<file path="src/rtl/xlat_pkg.sv">
package xlat_pkg;

    localparam int ADDR_W     = 64;
    localparam int PTE_SHIFT  = 10;
    localparam int PAGE_SHIFT = 12;
    localparam int EN_BIT     = 0;
    localparam int SG_BIT     = 1;

    // bits 31:20 take part in the window compare
    localparam logic [ADDR_W-1:0] CMP_FIELD   = 64'h0000_0000_FFF0_0000;
    // low bits always passed through in direct mode
    localparam logic [ADDR_W-1:0] DIRECT_LOW  = 64'h0000_0000_000F_FFFF;
    // page index bits used in scatter-gather mode
    localparam logic [ADDR_W-1:0] SG_IDX      = 64'h0000_0000_000F_E000;
    // low bits of the table base that are always replaced
    localparam logic [ADDR_W-1:0] SG_TBA_LOW  = 64'h0000_0000_0000_03FF;
    // byte offset inside a scatter-gather page
    localparam logic [ADDR_W-1:0] PAGE_OFF    = 64'h0000_0000_0000_1FFF;

    localparam logic [1:0] SEL_BASE  = 2'd0;
    localparam logic [1:0] SEL_MASK  = 2'd1;
    localparam logic [1:0] SEL_TBASE = 2'd2;

    typedef enum logic [1:0] {
        ST_IDLE,
        ST_SG_REQ,
        ST_SG_WAIT,
        ST_DONE
    } xlat_state_e;

    typedef struct packed {
        logic [ADDR_W-1:0] base;
        logic [ADDR_W-1:0] mask;
        logic [ADDR_W-1:0] tbase;
    } win_regs_t;

endpackage

</file>
<file path="src/rtl/xlat_csr.sv">
module xlat_csr
    import xlat_pkg::*;
#(
    parameter int NUM_WIN = 4,
    parameter int IDX_W   = 2
) (
    input  logic                            clk,
    input  logic                            rst_n,
    input  logic                            csr_we,
    input  logic [IDX_W-1:0]                csr_win,
    input  logic [1:0]                      csr_sel,
    input  logic [ADDR_W-1:0]               csr_wdata,
    output logic [ADDR_W-1:0]               csr_rdata,
    output win_regs_t [NUM_WIN-1:0]         regs_o
);

    win_regs_t [NUM_WIN-1:0] regs_q;

    for (genvar i = 0; i < NUM_WIN; i++) begin : g_win
        logic wr_hit;
        assign wr_hit = csr_we && (csr_win == IDX_W'(i));

        always_ff @(posedge clk) begin
            if (!rst_n) begin
                regs_q[i] <= '0;
            end else if (wr_hit) begin
                unique case (csr_sel)
                    SEL_BASE:  regs_q[i].base  <= csr_wdata;
                    SEL_MASK:  regs_q[i].mask  <= csr_wdata;
                    SEL_TBASE: regs_q[i].tbase <= csr_wdata;
                    default:   ;
                endcase
            end
        end
    end

    always_comb begin
        csr_rdata = '0;
        for (int i = 0; i < NUM_WIN; i++) begin
            if (csr_win == IDX_W'(i)) begin
                unique case (csr_sel)
                    SEL_BASE:  csr_rdata = regs_q[i].base;
                    SEL_MASK:  csr_rdata = regs_q[i].mask;
                    SEL_TBASE: csr_rdata = regs_q[i].tbase;
                    default:   csr_rdata = '0;
                endcase
            end
        end
    end

    assign regs_o = regs_q;

endmodule

</file>
<file path="src/rtl/xlat_window.sv">
module xlat_window
    import xlat_pkg::*;
(
    input  win_regs_t         regs,
    input  logic [ADDR_W-1:0] ba,
    output logic              hit,
    output logic              is_sg,
    output logic [ADDR_W-1:0] direct_addr,
    output logic [ADDR_W-1:0] pte_addr
);

    logic [ADDR_W-1:0] cmp_mask;
    logic [ADDR_W-1:0] mfield;
    logic [ADDR_W-1:0] pass_mask;
    logic [ADDR_W-1:0] idx_mask;
    logic [ADDR_W-1:0] tbl_keep;

    always_comb begin
        cmp_mask    = ~regs.mask & CMP_FIELD;
        hit         = regs.base[EN_BIT] && (((ba ^ regs.base) & cmp_mask) == '0);
        is_sg       = regs.base[SG_BIT];
        mfield      = regs.mask & CMP_FIELD;
        // direct mapping
        pass_mask   = mfield | DIRECT_LOW;
        direct_addr = (regs.tbase & ~pass_mask) | (ba & pass_mask);
        // page-table entry address
        idx_mask    = mfield | SG_IDX;
        tbl_keep    = ~((mfield >> PTE_SHIFT) | SG_TBA_LOW);
        pte_addr    = (regs.tbase & tbl_keep) | ((ba & idx_mask) >> PTE_SHIFT);
    end

endmodule

</file>
<file path="src/rtl/xlat_select.sv">
module xlat_select
    import xlat_pkg::*;
#(
    parameter int NUM_WIN = 4
) (
    input  win_regs_t [NUM_WIN-1:0] regs,
    input  logic [ADDR_W-1:0]       ba,
    output logic                    any_hit,
    output logic                    sel_sg,
    output logic [ADDR_W-1:0]       sel_direct,
    output logic [ADDR_W-1:0]       sel_pte
);

    logic [NUM_WIN-1:0]              w_hit;
    logic [NUM_WIN-1:0]              w_sg;
    logic [NUM_WIN-1:0][ADDR_W-1:0]  w_direct;
    logic [NUM_WIN-1:0][ADDR_W-1:0]  w_pte;

    for (genvar i = 0; i < NUM_WIN; i++) begin : g_cmp
        xlat_window u_win (
            .regs        (regs[i]),
            .ba          (ba),
            .hit         (w_hit[i]),
            .is_sg       (w_sg[i]),
            .direct_addr (w_direct[i]),
            .pte_addr    (w_pte[i])
        );
    end

    // lowest index wins: scan from the top so lower hits overwrite
    always_comb begin
        any_hit    = 1'b0;
        sel_sg     = 1'b0;
        sel_direct = '0;
        sel_pte    = '0;
        for (int i = NUM_WIN - 1; i >= 0; i--) begin
            if (w_hit[i]) begin
                any_hit    = 1'b1;
                sel_sg     = w_sg[i];
                sel_direct = w_direct[i];
                sel_pte    = w_pte[i];
            end
        end
    end

endmodule

</file>
<file path="src/rtl/xlat_ctrl.sv">
module xlat_ctrl
    import xlat_pkg::*;
(
    input  logic              clk,
    input  logic              rst_n,
    input  logic              start,
    input  logic [ADDR_W-1:0] bus_addr,
    input  logic              any_hit,
    input  logic              sel_sg,
    input  logic [ADDR_W-1:0] sel_direct,
    input  logic [ADDR_W-1:0] sel_pte,
    input  logic              mem_rsp_valid,
    input  logic [ADDR_W-1:0] mem_rsp_data,
    output logic              done,
    output logic [ADDR_W-1:0] dma_addr,
    output logic              mem_req_valid,
    output logic [ADDR_W-1:0] mem_req_addr,
    output xlat_state_e       state
);

    xlat_state_e       st_q, st_d;
    logic [ADDR_W-1:0] ba_q;
    logic [ADDR_W-1:0] pte_q;
    logic [ADDR_W-1:0] res_q;

    // state register
    always_ff @(posedge clk) begin
        if (!rst_n) st_q <= ST_IDLE;
        else        st_q <= st_d;
    end

    // transitions
    always_comb begin
        st_d = st_q;
        unique case (st_q)
            ST_IDLE:    if (start) st_d = (any_hit && sel_sg) ? ST_SG_REQ : ST_DONE;
            ST_SG_REQ:  st_d = ST_SG_WAIT;
            ST_SG_WAIT: if (mem_rsp_valid) st_d = ST_DONE;
            ST_DONE:    st_d = ST_IDLE;
            default:    st_d = ST_IDLE;
        endcase
    end

    // datapath registers
    always_ff @(posedge clk) begin
        if (!rst_n) begin
            ba_q  <= '0;
            pte_q <= '0;
            res_q <= '0;
        end else begin
            unique case (st_q)
                ST_IDLE: if (start) begin
                    ba_q  <= bus_addr;
                    pte_q <= sel_pte;
                    res_q <= any_hit ? sel_direct : bus_addr;
                end
                ST_SG_WAIT: if (mem_rsp_valid) begin
                    res_q <= ((mem_rsp_data & ~ADDR_W'(1)) << PAGE_SHIFT)
                           | (ba_q & PAGE_OFF);
                end
                default: ;
            endcase
        end
    end

    // outputs
    always_comb begin
        done          = (st_q == ST_DONE);
        mem_req_valid = (st_q == ST_SG_REQ);
        mem_req_addr  = pte_q;
        dma_addr      = res_q;
        state         = st_q;
    end

endmodule

</file>
<file path="src/rtl/dma_window_xlat.sv">
module dma_window_xlat
    import xlat_pkg::*;
#(
    parameter  int NUM_WIN = 4,
    localparam int IDX_W   = (NUM_WIN > 1) ? $clog2(NUM_WIN) : 1
) (
    input  logic              clk,
    input  logic              rst_n,
    input  logic              csr_we,
    input  logic [IDX_W-1:0]  csr_win,
    input  logic [1:0]        csr_sel,
    input  logic [63:0]       csr_wdata,
    output logic [63:0]       csr_rdata,
    input  logic              start,
    input  logic [63:0]       bus_addr,
    output logic              done,
    output logic [63:0]       dma_addr,
    output logic              mem_req_valid,
    output logic [63:0]       mem_req_addr,
    input  logic              mem_rsp_valid,
    input  logic [63:0]       mem_rsp_data
);

    win_regs_t [NUM_WIN-1:0] regs;
    logic                    any_hit;
    logic                    sel_sg;
    logic [ADDR_W-1:0]       sel_direct;
    logic [ADDR_W-1:0]       sel_pte;
    xlat_state_e             fsm_st;

    xlat_csr #(.NUM_WIN(NUM_WIN), .IDX_W(IDX_W)) u_csr (
        .clk       (clk),
        .rst_n     (rst_n),
        .csr_we    (csr_we),
        .csr_win   (csr_win),
        .csr_sel   (csr_sel),
        .csr_wdata (csr_wdata),
        .csr_rdata (csr_rdata),
        .regs_o    (regs)
    );

    xlat_select #(.NUM_WIN(NUM_WIN)) u_sel (
        .regs       (regs),
        .ba         (bus_addr),
        .any_hit    (any_hit),
        .sel_sg     (sel_sg),
        .sel_direct (sel_direct),
        .sel_pte    (sel_pte)
    );

    xlat_ctrl u_ctrl (
        .clk           (clk),
        .rst_n         (rst_n),
        .start         (start),
        .bus_addr      (bus_addr),
        .any_hit       (any_hit),
        .sel_sg        (sel_sg),
        .sel_direct    (sel_direct),
        .sel_pte       (sel_pte),
        .mem_rsp_valid (mem_rsp_valid),
        .mem_rsp_data  (mem_rsp_data),
        .done          (done),
        .dma_addr      (dma_addr),
        .mem_req_valid (mem_req_valid),
        .mem_req_addr  (mem_req_addr),
        .state         (fsm_st)
    );

endmodule

</file>
<file path="config.mk">
export PLATFORM = sky130hd
export DESIGN_NAME = dma_window_xlat
export DESIGN_NICKNAME = d
export VERILOG_FILES = /design/src/rtl/xlat_pkg.sv /design/src/rtl/xlat_csr.sv /design/src/rtl/xlat_window.sv /design/src/rtl/xlat_select.sv /design/src/rtl/xlat_ctrl.sv /design/src/rtl/dma_window_xlat.sv
export SDC_FILE = /design/constraint.sdc
export NUM_CORES = 2
export LEC_CHECK = 0
export BUFFER_PORTS_ARGS = -buffer_cell sky130_fd_sc_hd__buf_2
export CAP_MARGIN = 10
export CORE_UTILIZATION = 55
export DETAILED_ROUTE_END_ITERATION = 7
export GPL_ROUTABILITY_DRIVEN = 0
export PLACE_DENSITY = 0.74
export SETUP_SLACK_MARGIN = 0.05
export SKIP_CTS_REPAIR_TIMING = 1
export SLEW_MARGIN = 20
export SYNTH_ARGS = -nofsm -noshare
export SYNTH_HDL_FRONTEND = slang
export SYNTH_HIERARCHICAL = 1
export SYNTH_SLANG_ARGS = --single-unit
</file>
<file path="constraint.sdc">
create_clock -name clk -period 4.75 [get_ports clk]
set_clock_uncertainty 0.1 [all_clocks]
set_input_delay 0.7125 -clock clk [delete_from_list [all_inputs] [get_ports clk]]
set_output_delay 0.7125 -clock clk [all_outputs]
set_load 0.05 [all_outputs]
</file>
# [Word level (Yosys, flattened, before mapping)]
# Index checks and enable logic that the tools add are counted.
[op_classes] n_reduce_logical=32 eq_ne=10 bitwise_logic=45 n_mux=32
[ops] cell="two-way mux 64 bit" n=15
[ops] cell="AND 64 x 32 -> 64 bit" n=12
[ops] cell="case mux 64 bit (3 select lines)" n=4
[ops] cell="AND 64 bit" n=8
[ops] cell="logical NOT 64 bit" n=4
[ops] cell="inverter 22 -> 64 bit" n=4
[ops] cell="inverter 32 -> 64 bit" n=4
[ops] cell="OR 64 x 54 -> 64 bit" n=4
[ops] cell="OR 64 bit" n=4
[ops] cell="bitwise XOR 64 bit" n=4
[ops] cell="inverter 32 bit" n=4
[ops] cell="case mux 64 bit (2 select lines)" n=1
[ops] cell="OR 64 x 13 -> 64 bit" n=1
[ops] cell="AND reduction 2 bit" n=14
[ops] cell="equality test 2 bit (second input constant)" n=5
[ops] cell="logical AND 1 bit" n=9
[ops] cell="two-way mux 1 bit" n=8
[ops] cell="case mux 2 bit (4 select lines)" n=1
[ops] cell="equality test 2 x 1 -> 1 bit (second input constant)" n=3
[ops] cell="logical NOT 2 bit" n=3
[ops] cell="two-way mux 2 bit" n=3
[ops] cell="!= test 2 bit (second input constant)" n=2
[ops] cell="AND reduction 3 bit" n=1
[ops] cell="nonzero test 2 bit" n=1
[word_totals] in_bits=201 out_inout_bits=194 register_bits=911 elab_cells=135

# [Longest topological paths before layout]
[depth] word_depth=12 depth_mapped=14 mapped_depth_nobuf=10

# [Modules after synthesis]
# Netlist, hierarchy kept.
[by_module_without_submodules] module="xlat_csr" n_inst=1 cells_per_inst=4414 seq_area_each_um2=15374.7 area_per_inst_um2=35222.5
[by_module_without_submodules] module="xlat_ctrl" n_inst=1 cells_per_inst=711 seq_area_each_um2=2862.7 area_per_inst_um2=6069.6
[by_module_without_submodules] module="xlat_window" n_inst=4 cells_per_inst=185 seq_area_each_um2=0.0 area_per_inst_um2=1204.9
[by_module_without_submodules] module="xlat_select" n_inst=1 cells_per_inst=467 seq_area_each_um2=0.0 area_per_inst_um2=3121.7

# [Least setup slack after synthesis]
# OpenSTA, ideal clock, no wires.
[synth_timing] path_type="input -> output" from="in csr_sel[1]" to="out csr_rdata[62]" t_required_ns=3.938 path_buffers=3 arrival_ns=3.922 cell_stages=6 slack_ns=0.015 cell_sequence="buf_4 > buf_2 > buf_2 > o21ai_0 > a21oi_1 > a2111oi_0"
[synth_between] elab_chain_len=6 elab_cells_between_ends=11 cone_classes="eq/ne: 2; mux: 8; reduce/logical: 1"
[synth_lines] element="start: declaration" line_no="dma_window_xlat.sv:11" source="input logic [1:0] csr_sel,"
[synth_lines] element="equality test 2 bit (tied with other cells)" line_no="xlat_csr.sv:41" source="unique case (csr_sel)"
[synth_lines] element="case mux 64 bit (3 select lines)" line_no="xlat_csr.sv:41"
[synth_lines] element="two-way mux 64 bit (3 in series)" line_no="xlat_csr.sv:40" source="if (csr_win == IDX_W'(i)) begin"
[synth_lines] element="two-way mux 64 bit *" line_no="xlat_csr.sv:40"
[synth_lines] element="end: declaration" line_no="dma_window_xlat.sv:13" source="output logic [63:0] csr_rdata,"
# Mark *: on every way between the ends. The rest lies on a longest branch, timed or not.

# [Final worst setup path]
[layout_timing] from="in csr_win[1]" to="out csr_rdata[62]"
[layout_between] elab_chain_len=5 elab_cells_between_ends=8 cone_classes="eq/ne: 3; mux: 4; reduce/logical: 1"
[layout_lines] element="start: declaration" line_no="dma_window_xlat.sv:10" source="input logic [IDX_W-1:0] csr_win,"
[layout_lines] element="logical NOT 2 bit" line_no="xlat_csr.sv:40"
[layout_lines] element="two-way mux 64 bit (3 in series)" line_no="xlat_csr.sv:40"
[layout_lines] element="two-way mux 64 bit *" line_no="xlat_csr.sv:40"
# Marked as above.

==> results.yml <==
power:
  switchingPower_mw: 6.11
  power.internal_mw: 13.4
  p_sw_share_pct: 31.4
  p_seq_share_pct: 42.1
  cellLeakagePower_nw: 17.8
  pwr-share-comb_pct: 18.4
  ir_drop_v: 0.000290
  p_clk_share_pct: 39.5
  fin_total_pwr_mw: 19.5
  p_per_area_nw_per_um2: 376
cells_and_area:
  final_common_cell: "nand2_1"
  fillers: 8039
  instances_no_fill: 7221
  nets: 6164
  final_cell_mix: "1846 x nand2_1, 911 x dfxtp_1, 610 x a21boi_0"
  drive_above_1_share_pct: 13.2
  area_growth_pct: 5.18
route:
  num_vias: 45230
  wl_mm: 172
  routed_via_density: 6.26
  first_iter_violations: 6442
  post-route-drc-count: 124
  drtPass1Iterations: 8
  antenna_left: 0
  post_drt_wl_per_cell_um: 23.8
floorplanning:
  die_y_um: 301
  dieArea_um2: 90700
  io_pins: 395
  start_util_pct: 55.6
  num_rows: 109
  die-width_um: 301
  design.core.area_um2: 88500
worst_setup_path:
  cp-end-kind: "output pin"
  path_class: "in -> out"
  path_max_fanout: 33
  start_kind: "input pin"
  crit_chain: "buf_4 > nand2b_1 > buf_4 > a221oi_1 > a2111oi_1 > buf_4 > buf_12"
  cp_top_family: "buffers and inverters"
  slowest_delay_ns: 0.78
  worstPathArrival_ns: 3.20
  slowest_stage: "nand2b_1"
  critPathBufInv: 4
  required_ns: 3.94
  critPathMostFrequentCell: "buf_4"
sta:
  min_period_ns: 4.01
  tightestPinTransition_ns: 1.23
  fin_tns_setup_ns: 0
  setup_viol: 0
  max_freq_ghz: 0.249
  post-route-period-util_pct: 84.5
  slew_headroom_pct: 18.1
  hold_viol_final: 0
  rsz0062_at_grt: "false"
  slew_violations: 0
clocking:
  cts_max_path_buffers: 3
  clock_sinks: 911
  cts_buffers: 98
  cts_tree: "done"
  cts_root_buffer: "clkbuf_16"
  htree_levels: 3
  path_clk_slew_ns: 0.06
  insertion_delay_ns: 0.69
synthesis:
  synth_ff_type: "dfxtp_1"
  seq_area_frac_synth_pct: 37.0
  synth_area_per_cell_um2: 7.78
  synth-warning-count: 6
  synth_edf_count: 0
  synth.ff_latch_count: 911
  yosysUniqueCellTypes: 59
  synth_cells: 6332
  syn_area_um2: 49200
  synthArstFlopShare_pct: 0
grt:
  grt_pass1_vias: 41751
  grt_max_degree: 226
  global_route.usage.total_pct: 36.3
  grt_pass1_wl_mm: 255
  gr-total-overflow: 0
  antenna_found_initial: 33
place:
  place_inst: 7023
  portBuffers: 381
  hpwl_mm: 101
status:
  violations: "DRC"
  status: "finished, violations left"
hold_path:
  hp-class: "in -> reg"
flow_run:
  drv_cap: 0
==> metrics by stage <==
step / util [%] / hold WS [ns] / setup WS (ns) / area [um^2]
final: 58.5 / 0.211 / 0.736 / 51800
after floorplan: - / 0.332 / 0.680 / 49300
after detailed placement: 54.8 / 0.343 / 0.548 / 48500
after global routing: 58.5 / 0.226 / 0.752 / 51800
after global placement: 54.8 / 0.337 / 0.557 / 48500
after CTS: 58.4 / 0.188 / 0.836 / 51700
==> cells in the mapped netlist (23+ instances only) <==
cell type  instances  area, um^2
xnor2_1           48         420
a21oi_1          261        1310
buf_4            450        3380
a22oi_2           30         375
clkbuf_1         310        1160
nand2_1         1853        6960
a21boi_1         158        1190
mux2_2            44         495
mux2i_1          254        2540
o21ai_0          253        1270
o221ai_1         126        1100
dfxtp_1          911       18200
buf_2            193         966
nand4_1           42         263
a22o_1            64         561
a21boi_0         610        4580
a22oi_1          118         886
o22ai_1          169        1060
nor2_1            51         191
inv_1            217         815
a221oi_1          23         201
a21oi_2           30         263
==> registers in the layout, indices dropped and copies added, names as in the netlist <==
register             cells
u_csr/regs_o           768
u_ctrl/dma_addr         64
u_ctrl/ba_q             13
u_ctrl/mem_req_addr     64
u_ctrl/state             2
==> worst min-delay path: stages <==
cell     delay [ns]
buf_2          0.13
nand2_1        0.06
a21oi_1        0.05
==> layer usage <==
| metal | track usage (%) | up-vias | wire length (um) |
|---|---|---|---|
| met4 | 21.2 | 20 | 10000 |
| met1 | 46.2 | 21318 | 66100 |
| li1 | - | 20349 | - |
| met3 | 8.78 | 701 | 20200 |
| met5 | 0 | - | 141 |
| met2 | 55.6 | 2842 | 75500 |
==> cell families (layout without fill, tap and decap cells) <==
kind of cell	Yosys count	count (layout)	synth area share (%)
compound gates	1869	1869	26.5
fa+ha+maj	5	5	0.127
simple gates	2000	2000	16.0
xor+xnor	48	48	0.854
other cells	4	35	0.0305
buf+inv	1197	890	13.3
flops	911	911	37.0
mux	298	298	6.17
==> worst paths after layout <==
check	from	end	slack, ns	depth (start not counted)
setup / recovery	csr_win[1]	csr_rdata[62]	0.74	7
hold / removal	bus_addr[12]	u_ctrl/ba_q[12]	0.21	3
setup reg to reg	u_csr/regs_o[542]	u_ctrl/state[1]	1.01	11
hold reg to reg	u_csr/regs_o[692]	u_csr/regs_o[692]	0.35	2
==> final cells by class <==
type / instances / area, um^2 / area share [%]
Clock inverter: 23 / 273 / 0.527
Antenna cell: 23 / 57.6 / 0.111
Tap cell: 1165 / 1460 / 2.81
Multi-Input combinational cell: 4232 / 24700 / 47.8
Sequential cell: 911 / 18200 / 35.2
Clock buffer: 152 / 2930 / 5.65
Inverter: 220 / 828 / 1.60
Timing Repair Buffer: 495 / 3260 / 6.29
==> power groups by stage <==
stage / combinational (mW) / sequential (mW) / clock, mW
5_1_grt: 3.76 / 8.24 / 8.02
3_5_place_dp: 3.53 / 8.36 / 0
6_report: 3.58 / 8.20 / 7.70
3_3_place_gp: 3.49 / 8.35 / 0
2_1_floorplan: 1.87 / 9.14 / 0
4_1_cts: 3.53 / 8.20 / 7.73
No activity file was read; power rests on OpenSTA's default activity.
